<file path="config.mk">
export PLATFORM = sky130hd
export DESIGN_NAME = seg_xlate_unit
export DESIGN_NICKNAME = d
export VERILOG_FILES = /design/src/rtl/segxlat_pkg.sv /design/src/rtl/seg_table.sv /design/src/rtl/seg_check.sv /design/src/rtl/seg_rsp_reg.sv /design/src/rtl/seg_xlate_unit.sv
export SDC_FILE = /design/constraint.sdc
export NUM_CORES = 2
export LEC_CHECK = 0
export BUFFER_PORTS_ARGS = -buffer_cell sky130_fd_sc_hd__buf_2
export CAP_MARGIN = 0
export CORE_ASPECT_RATIO = 1.5
export CORE_MARGIN = 4
export CORE_UTILIZATION = 30
export CTS_CLUSTER_SIZE = 30
export DETAILED_ROUTE_END_ITERATION = 16
export MAX_ROUTING_LAYER = met4
export PLACE_DENSITY_LB_ADDON = 0.15
export SETUP_SLACK_MARGIN = 0.3
export SLEW_MARGIN = 20
export SYNTH_ARGS = -nofsm -noshare
export SYNTH_HDL_FRONTEND = slang
export SYNTH_SLANG_ARGS = --single-unit
</file>
<file path="constraint.sdc">
create_clock -name clk -period 3.7 [get_ports clk]
set_input_delay 0.74 -clock clk [delete_from_list [all_inputs] [get_ports clk]]
set_output_delay 0.74 -clock clk [all_outputs]
set_load 0.1 [all_outputs]
</file>
<file path="src/rtl/segxlat_pkg.sv">
package segxlat_pkg;

  typedef enum logic [1:0] {
    ACC_READ  = 2'd0,
    ACC_WRITE = 2'd1,
    ACC_EXEC  = 2'd2,
    ACC_RSVD  = 2'd3
  } acc_kind_e;

  typedef enum logic [2:0] {
    TRAP_NONE    = 3'd0,
    TRAP_SEG     = 3'd1,
    TRAP_INVALID = 3'd2,
    TRAP_BOUNDS  = 3'd3,
    TRAP_PERM    = 3'd4
  } trap_e;

  localparam int PERM_W = 3;

  // permission bit order: read, write, execute
  function automatic logic kind_allowed(input logic [PERM_W-1:0] perm,
                                        input logic [1:0] kind);
    logic ok;
    case (acc_kind_e'(kind))
      ACC_READ:  ok = perm[0];
      ACC_WRITE: ok = perm[1];
      ACC_EXEC:  ok = perm[2];
      default:   ok = 1'b0;
    endcase
    return ok;
  endfunction

endpackage

</file>
<file path="src/rtl/seg_table.sv">
module seg_table
  import segxlat_pkg::*;
#(
  parameter int ENTRIES = 16,
  parameter int ADDR_W  = 32,
  parameter int IDX_W   = $clog2(ENTRIES),
  parameter int CNT_W   = $clog2(ENTRIES + 1)
) (
  input  logic              clk,
  input  logic              rst_n,
  input  logic              ent_we,
  input  logic [IDX_W-1:0]  ent_idx,
  input  logic [ADDR_W-1:0] ent_base,
  input  logic [ADDR_W-1:0] ent_limit,
  input  logic              ent_valid,
  input  logic [PERM_W-1:0] ent_perm,
  input  logic              cnt_we,
  input  logic [CNT_W-1:0]  cnt_in,
  input  logic [IDX_W-1:0]  rd_idx,
  output logic [ADDR_W-1:0] rd_base,
  output logic [ADDR_W-1:0] rd_limit,
  output logic              rd_valid,
  output logic [PERM_W-1:0] rd_perm,
  output logic [CNT_W-1:0]  cnt_q
);

  localparam logic [CNT_W-1:0] CNT_MAX = CNT_W'(ENTRIES);

  logic [ADDR_W-1:0] base_q  [ENTRIES];
  logic [ADDR_W-1:0] limit_q [ENTRIES];
  logic [PERM_W-1:0] perm_q  [ENTRIES];
  logic [ENTRIES-1:0] valid_q;
  logic [ENTRIES-1:0] hit;

  // one-hot decode of the write index, one comparator per slot
  for (genvar g = 0; g < ENTRIES; g++) begin : g_dec
    assign hit[g] = ent_we && (ent_idx == IDX_W'(g));
  end

  always_ff @(posedge clk or negedge rst_n) begin
    if (!rst_n) begin
      valid_q <= '0;
      for (int i = 0; i < ENTRIES; i++) begin
        base_q[i]  <= '0;
        limit_q[i] <= '0;
        perm_q[i]  <= '0;
      end
    end else begin
      for (int i = 0; i < ENTRIES; i++) begin
        if (hit[i]) begin
          base_q[i]  <= ent_base;
          limit_q[i] <= ent_limit;
          perm_q[i]  <= ent_perm;
          valid_q[i] <= ent_valid;
        end
      end
    end
  end

  always_ff @(posedge clk or negedge rst_n) begin
    if (!rst_n) begin
      cnt_q <= '0;
    end else if (cnt_we) begin
      cnt_q <= (cnt_in > CNT_MAX) ? CNT_MAX : cnt_in;
    end
  end

  assign rd_base  = base_q[rd_idx];
  assign rd_limit = limit_q[rd_idx];
  assign rd_perm  = perm_q[rd_idx];
  assign rd_valid = valid_q[rd_idx];

endmodule

</file>
<file path="src/rtl/seg_check.sv">
module seg_check
  import segxlat_pkg::*;
#(
  parameter int ADDR_W = 32,
  parameter int SEG_W  = 6,
  parameter int CNT_W  = 5
) (
  input  logic [SEG_W-1:0]  seg,
  input  logic [ADDR_W-1:0] off,
  input  logic [1:0]        kind,
  input  logic [CNT_W-1:0]  cnt,
  input  logic [ADDR_W-1:0] e_base,
  input  logic [ADDR_W-1:0] e_limit,
  input  logic              e_valid,
  input  logic [PERM_W-1:0] e_perm,
  output trap_e             trap,
  output logic [ADDR_W-1:0] paddr
);

  localparam int CMP_W = ((SEG_W > CNT_W) ? SEG_W : CNT_W) + 1;

  logic seg_ok, in_bounds, perm_ok;

  assign seg_ok    = CMP_W'(seg) < CMP_W'(cnt);
  assign in_bounds = off < e_limit;
  assign perm_ok   = kind_allowed(e_perm, kind);

  // first failing test wins
  always_comb begin
    if (!seg_ok)         trap = TRAP_SEG;
    else if (!e_valid)   trap = TRAP_INVALID;
    else if (!in_bounds) trap = TRAP_BOUNDS;
    else if (!perm_ok)   trap = TRAP_PERM;
    else                 trap = TRAP_NONE;
  end

  assign paddr = (trap == TRAP_NONE) ? (e_base + off) : '0;

endmodule

</file>
<file path="src/rtl/seg_rsp_reg.sv">
module seg_rsp_reg #(
  parameter int ADDR_W = 32
) (
  input  logic              clk,
  input  logic              rst_n,
  input  logic              load,
  input  logic              take,
  input  logic [2:0]        trap_in,
  input  logic [ADDR_W-1:0] paddr_in,
  output logic              vld_q,
  output logic [2:0]        trap_q,
  output logic [ADDR_W-1:0] paddr_q
);

  always_ff @(posedge clk or negedge rst_n) begin
    if (!rst_n) begin
      vld_q   <= 1'b0;
      trap_q  <= '0;
      paddr_q <= '0;
    end else if (load) begin
      vld_q   <= 1'b1;
      trap_q  <= trap_in;
      paddr_q <= paddr_in;
    end else if (take) begin
      vld_q <= 1'b0;
    end
  end

endmodule

</file>
<file path="src/rtl/seg_xlate_unit.sv">
module seg_xlate_unit
  import segxlat_pkg::*;
#(
  parameter int ENTRIES = 16,
  parameter int ADDR_W  = 32,
  parameter int SEG_W   = 6,
  parameter int IDX_W   = $clog2(ENTRIES),
  parameter int CNT_W   = $clog2(ENTRIES + 1)
) (
  input  logic              clk,
  input  logic              rst_n,
  input  logic              cfg_ent_we,
  input  logic [IDX_W-1:0]  cfg_ent_idx,
  input  logic [ADDR_W-1:0] cfg_ent_base,
  input  logic [ADDR_W-1:0] cfg_ent_limit,
  input  logic              cfg_ent_valid,
  input  logic [2:0]        cfg_ent_perm,
  input  logic              cfg_cnt_we,
  input  logic [CNT_W-1:0]  cfg_cnt,
  input  logic              req_valid,
  output logic              req_ready,
  input  logic [SEG_W-1:0]  req_seg,
  input  logic [ADDR_W-1:0] req_off,
  input  logic [1:0]        req_kind,
  output logic              rsp_valid,
  input  logic              rsp_ready,
  output logic              rsp_pa_valid,
  output logic [ADDR_W-1:0] rsp_paddr,
  output logic [2:0]        rsp_trap
);

  logic [ADDR_W-1:0] e_base, e_limit, chk_paddr;
  logic              e_valid;
  logic [PERM_W-1:0] e_perm;
  logic [CNT_W-1:0]  seg_cnt;
  trap_e             chk_trap;
  logic              accept;

  seg_table #(
    .ENTRIES(ENTRIES), .ADDR_W(ADDR_W), .IDX_W(IDX_W), .CNT_W(CNT_W)
  ) u_tab (
    .clk      (clk),
    .rst_n    (rst_n),
    .ent_we   (cfg_ent_we),
    .ent_idx  (cfg_ent_idx),
    .ent_base (cfg_ent_base),
    .ent_limit(cfg_ent_limit),
    .ent_valid(cfg_ent_valid),
    .ent_perm (cfg_ent_perm),
    .cnt_we   (cfg_cnt_we),
    .cnt_in   (cfg_cnt),
    .rd_idx   (req_seg[IDX_W-1:0]),
    .rd_base  (e_base),
    .rd_limit (e_limit),
    .rd_valid (e_valid),
    .rd_perm  (e_perm),
    .cnt_q    (seg_cnt)
  );

  seg_check #(
    .ADDR_W(ADDR_W), .SEG_W(SEG_W), .CNT_W(CNT_W)
  ) u_chk (
    .seg    (req_seg),
    .off    (req_off),
    .kind   (req_kind),
    .cnt    (seg_cnt),
    .e_base (e_base),
    .e_limit(e_limit),
    .e_valid(e_valid),
    .e_perm (e_perm),
    .trap   (chk_trap),
    .paddr  (chk_paddr)
  );

  assign req_ready = !rsp_valid || rsp_ready;
  assign accept    = req_valid && req_ready;

  seg_rsp_reg #(.ADDR_W(ADDR_W)) u_rsp (
    .clk     (clk),
    .rst_n   (rst_n),
    .load    (accept),
    .take    (rsp_ready),
    .trap_in (chk_trap),
    .paddr_in(chk_paddr),
    .vld_q   (rsp_valid),
    .trap_q  (rsp_trap),
    .paddr_q (rsp_paddr)
  );

  assign rsp_pa_valid = rsp_valid && (rsp_trap == TRAP_NONE);

endmodule

</file>
Word-level counts from Yosys, hierarchy flattened

Index checks and enable logic that the tools add are counted.
W data, S select, Z words.

Bits in registers: 1129
Bits of input ports: 123

Equal/unequal tests: 17
Bitwise logic cells: 1
Reductions and logical operators: 25
Add/subtract/negate cells: 1
$lt $le $gt $ge: 5
Mux-type cells: 20

Operators with widths:

| kind                 | number |
|---|---|
| $bmux W32 S4         | 2 |
| $mux W32             | 5 |
| $add A32 B32 Y32     | 1 |
| $eq A4 B4 Y1 const B | 8 |
| $lt A32 B32 Y1       | 1 |
| $logic_and A1 B1 Y1  | 18 |
| $mux W3              | 6 |
| $eq A4 B3 Y1 const B | 4 |
| $bmux W3 S4          | 1 |
| $eq A4 B2 Y1 const B | 2 |
| $logic_not A3 Y1     | 2 |
| $lt A6 B5 Y1         | 1 |
| $ge A5 B5 Y1 const B | 1 |
| $gt A5 B5 Y1 const B | 1 |
| $lt A4 B5 Y1 const B | 1 |
| $mux W5              | 1 |
| $not A4 Y5           | 1 |
| $bmux W1 S4          | 1 |
| $eq A4 B1 Y1 const B | 1 |
| $logic_not A4 Y1     | 1 |
| $mux W1              | 3 |
| $pmux W1 S3          | 1 |
| $eq A2 B1 Y1 const B | 1 |
| $eq A2 B2 Y1 const B | 1 |
| 4 further kinds      | 4 |

Logic depth before layout (Yosys ltp)

Depth in word-level cells: 11
Depth in mapped cells: 18
Gate-level depth less buffers: 12

By module

A second synthesis with hierarchy kept.

Cells, all modules: 3449
Area, all modules: 52735.6 µm²

Modules (own cells, without submodules):

| module         | area each (µm²) | cells an instance | instances |
|---|---|---|---|
| seg_table      | 48476.5         | 2976              | 1 |
| seg_check      | 2726.4          | 393               | 1 |
| seg_rsp_reg    | 1486.4          | 77                | 1 |
| seg_xlate_unit | 46.3            | 3                 | 1 |

Worst setup path before layout

OpenSTA, ideal clock, no wires.

Kind: input to register
From: in req_seg[0]
To: reg u_rsp.paddr_q[30]
Stages: 16
Arrival time: 5.233 ns
Setup slack: -1.656 ns
Library setup time: 0.123 ns
Path buffers: 4
Cell sequence: buf_6 -> buf_2 -> clkbuf_1 -> buf_2 -> mux4_2 -> mux4_2 -> ha_1 -> fa_1 -> a211oi_1 -> o21ai_0 -> a211oi_1 -> o211ai_1 -> o211ai_1 -> a211oi_1 -> or3_1 -> a32o_1

Cells in the longest elaborated chain, start to end: 11
Elaborated cells on any way between the ends: 22
Classes of those cells: add/sub: 1; order compare: 2; mux: 17; bitwise: 1; reduce/logical: 1

RTL lines:

| what                                                    | line                 | text |
|---|---|---|
| from (decl)                                             | seg_xlate_unit.sv:22 | `input logic [SEG_W-1:0] req_seg,` |
| branches (longest 10 deep; another with $lt A32 B32 Y1) | -                    |  |
| $mux W32 *                                              | seg_check.sv:37      | `assign paddr = (trap == TRAP_NONE) ? (e_base + off) : '0;` |
| to (signal assigned)                                    | seg_rsp_reg.sv:23    | `paddr_q <= paddr_in;` |
| to (decl)                                               | seg_rsp_reg.sv:12    | `output logic [ADDR_W-1:0] paddr_q` |

Every way passes the cells marked *. The select of a mux whose other input is x is not followed.
A chain may end at the register's enable or synchronous reset.

Worst setup path in the final report

Same ends and word-level chain as after synthesis.

==> results.cfg <==
[setup_path]
worstSetupPathType = primary input to flop
critPathArrivalTime_ns = 4.62
cp_top_family = compound AO/OA/AOI/OAI gates
crit_slowest_cell = mux4_2
required_ns = 4.30
worst-path-buf-inv = 4
start_kind = primary input
critPathCaptureType = flop
crit_chain = buf_16 -> buf_12 -> mux4_2 -> mux4_2 -> ha_4 -> fa_2 -> a211oi_4 -> o21ai_2 -> a211oi_2 -> buf_4 -> o211ai_1 -> buf_4 -> o211ai_1 -> a211oi_2 -> or3_1 -> a32o_1
cpPeakStageDelay_ns = 0.55
cp_max_fo = 7

[sta]
tightest_slew_ns = 0.829
period_needed_ns = 4.02
setup_ws_ns = -0.323
final-max-slew-violation-count = 0
hold_violations = 0
clock_skew_ns = 0.0262
setup_violations = 33
holdWs_ns = 0.256
finalCritPeriodShare = 1.09
tns_ns = -8.63
fmax_ghz = 0.249
slew_headroom = 0.446
rsz0062_at_grt = true

[yosys]
ys_warn_count = 0
ys_seq_area_frac = 0.540
synth-async-reset-ratio = 1.00
ys_seq_elements = 1129
syn_area_per_cell_um2 = 16.0
synthFlopType = dfrtp_1
synth_cell_type_count = 57
synth_edf_count = 0
syn_nets = 3466
synth_area_um2 = 52400
syn_inst = 3276

[floorplan]
die_w_um = 349
core_um2 = 173000
dieHeight_um = 520
ios = 161
dieArea_um2 = 181000
row_count = 187
initial_core_util = 0.302

[detailed_routing]
vias_per_cell = 5.06
num_vias = 30300
routedWlPerCell_um = 26.7
drt_iter0_drc = 1335
ant_nets = 0
drcViolationCount = 0
totalWireLength_um = 160000
dr.pass1.iters = 4

[placement]
dpl_cell_area_um2 = 58000
port_buffers = 160
gp_congestion = 0.776
dp_hpwl_um = 97300

[run_status]
status = complete, but fails checks
violations = negative setup slack

[finish]
stdcell_area_um2 = 63000
post-route-util = 0.363
final_layout_size_suffix_gt1_frac = 0.583
final_common_cell = dfrtp_1
area_growth_pct = 20.3
final_cell_mix = 1129 x dfrtp_1, 1088 x mux2_2, 336 x mux4_2
fillCellCount = 16400
final_nets = 3804

[power_and_ir_drop]
p_leak_nw = 26.9
finalPower_mw = 37.1
irDropWorstVdd_uv = 401
power_density_nw_per_um2 = 590

[clock_tree]
clkSlewWorstSetupHoldPaths_ns = 0.06
ctsRootBufferMaster = clkbuf_16
cts_buffers = 114
h-tree-depth = 3
clk_latency_ns = 0.72
clock-sinks = 1129
cts_tree = yes
clockBufferDepth = 3

[global_routing]
track_usage = 0.179
grt_start_max_net_pins = 119
first_global_vias = 33000
antenna_found_initial = 38
grt-ovfl-total = 0
grt_pass1_wl_um = 233000

[hold_path]
hold_class = primary input to flop

[run]
cap_violations = 0
## cell type report
type / count / area [µm²] / area share
clock buffer: 165 / 3320 / 0.0527
tap: 2268 / 2840 / 0.0451
inverter: 45 / 176 / 0.00280
antenna: 28 / 70.1 / 0.00111
sequential: 1129 / 28300 / 0.449
timing repair buffer: 495 / 4620 / 0.0734
clock inverter: 37 / 497 / 0.00789
multi-input combinational: 1829 / 23200 / 0.368
## cell usage after synthesis, types with 3 or more instances
master	n	area share
a21boi_0	4	0.00057
o21ai_0	38	0.0036
nor2b_1	5	0.00060
nor2_1	42	0.0030
nand2b_1	12	0.0014
buf_6	6	0.0013
buf_1	69	0.0049
o21bai_1	4	0.00057
mux2_2	1088	0.23
o31ai_1	4	0.00057
xnor2_1	15	0.0025
a21o_1	13	0.0019
nand3b_1	7	0.0010
mux4_2	336	0.14
a31oi_1	3	0.00036
nand2_1	28	0.0020
o211ai_1	9	0.0013
o21ai_1	3	0.00029
o21a_1	7	0.0010
a211oi_1	11	0.0016
nor3_1	7	0.00067
a21oi_1	32	0.0031
or3_1	7	0.00084
nand3_1	6	0.00057
dfrtp_1	1129	0.54
mux2i_1	5	0.00096
a22o_1	27	0.0045
clkbuf_1	173	0.012
nand4_1	8	0.00096
a32o_1	5	0.00096
ha_1	66	0.016
inv_1	44	0.0032
xor2_1	9	0.0015
buf_2	25	0.0024
## kinds of logic after synthesis
family	synth area share
buffers and inverters	0.0243
DFF	0.540
and+or+nand+nor	0.0129
AOI/OAI and AO/OA	0.0226
xor gates and xnor gates	0.00401
muxes	0.380
adders and majority gates	0.0162
## path summary, 6_finish.rpt
kind | slack [ns] | cells past startpoint | start | end
worst max register to register | -0.29 | 14 | u_tab.base_q[257]$_DFFE_PN0P_ | u_rsp.paddr_q[30]$_DFFE_PN0P_
max in group asynchronous | 2.03 | 4 | rst_n | u_tab.limit_q[37]$_DFFE_PN0P_
worst min register to register | 0.49 | 1 | u_rsp.paddr_q[23]$_DFFE_PN0P_ | u_rsp.paddr_q[23]$_DFFE_PN0P_
min in group asynchronous | 0.53 | 2 | rst_n | u_tab.perm_q[3]$_DFFE_PN0P_
worst max-delay path | -0.32 | 16 | req_seg[0] | u_rsp.paddr_q[30]$_DFFE_PN0P_
worst min-delay path | 0.26 | 3 | cfg_cnt[2] | u_tab.cnt_q[2]$_DFFE_PN0P_
## metal layers
metal | routed length [µm] | share of wire | GRT usage | vias to the layer above
li1 | - | - | - | 13100
met1 | 72100 | 0.45 | 0.235 | 16600
met2 | 78500 | 0.49 | 0.290 | 444
met3 | 6450 | 0.040 | 0.0329 | 181
met4 | 3040 | 0.019 | 0.0414 | 0
met5 | 0 | 0 | - | -
## power by group
part / switching, mW / total [mW] / internal (mW)
sequential: 1.39 / 16.5 / 15.1
clock: 5.08 / 12.0 / 6.89
combinational: 3.52 / 8.63 / 5.11
## worst min-delay path: cells and delay by family
family	cells	cell delay (ns)
AOI/OAI and AO/OA	1	0.06
buffers and inverters	1	0.07
and+or+nand+nor	1	0.06
## state kept, by name, indices dropped and copies added, names as in the netlist
signal	flops
u_rsp.paddr_q	32
u_tab.base_q	512
u_tab.perm_q	48
u_rsp.vld_q	1
u_rsp.trap_q	3
u_tab.valid_q	16
u_tab.cnt_q	5
u_tab.limit_q	512
## through the flow
step / setup slack, ns / cells
3_5_place_dp: -1.37 / 5711
6_report: -0.323 / 5996
3_3_place_gp: -1.35 / 5711
5_1_grt: -0.463 / 5994
2_1_floorplan: -0.963 / 3276
4_1_cts: -0.365 / 5917
## repair_timing
action | CTS | global route
cloned | 1 | 10
hold buffers | 1 | 0
setup endpoints to repair | 35 | 35
hold endpoints to repair | 19 | 0
pin swaps | 9 | 24
setup buffers | 2 | 41
resized for setup | 21 | 79
Note: power is estimated with default switching activity, not from simulation.
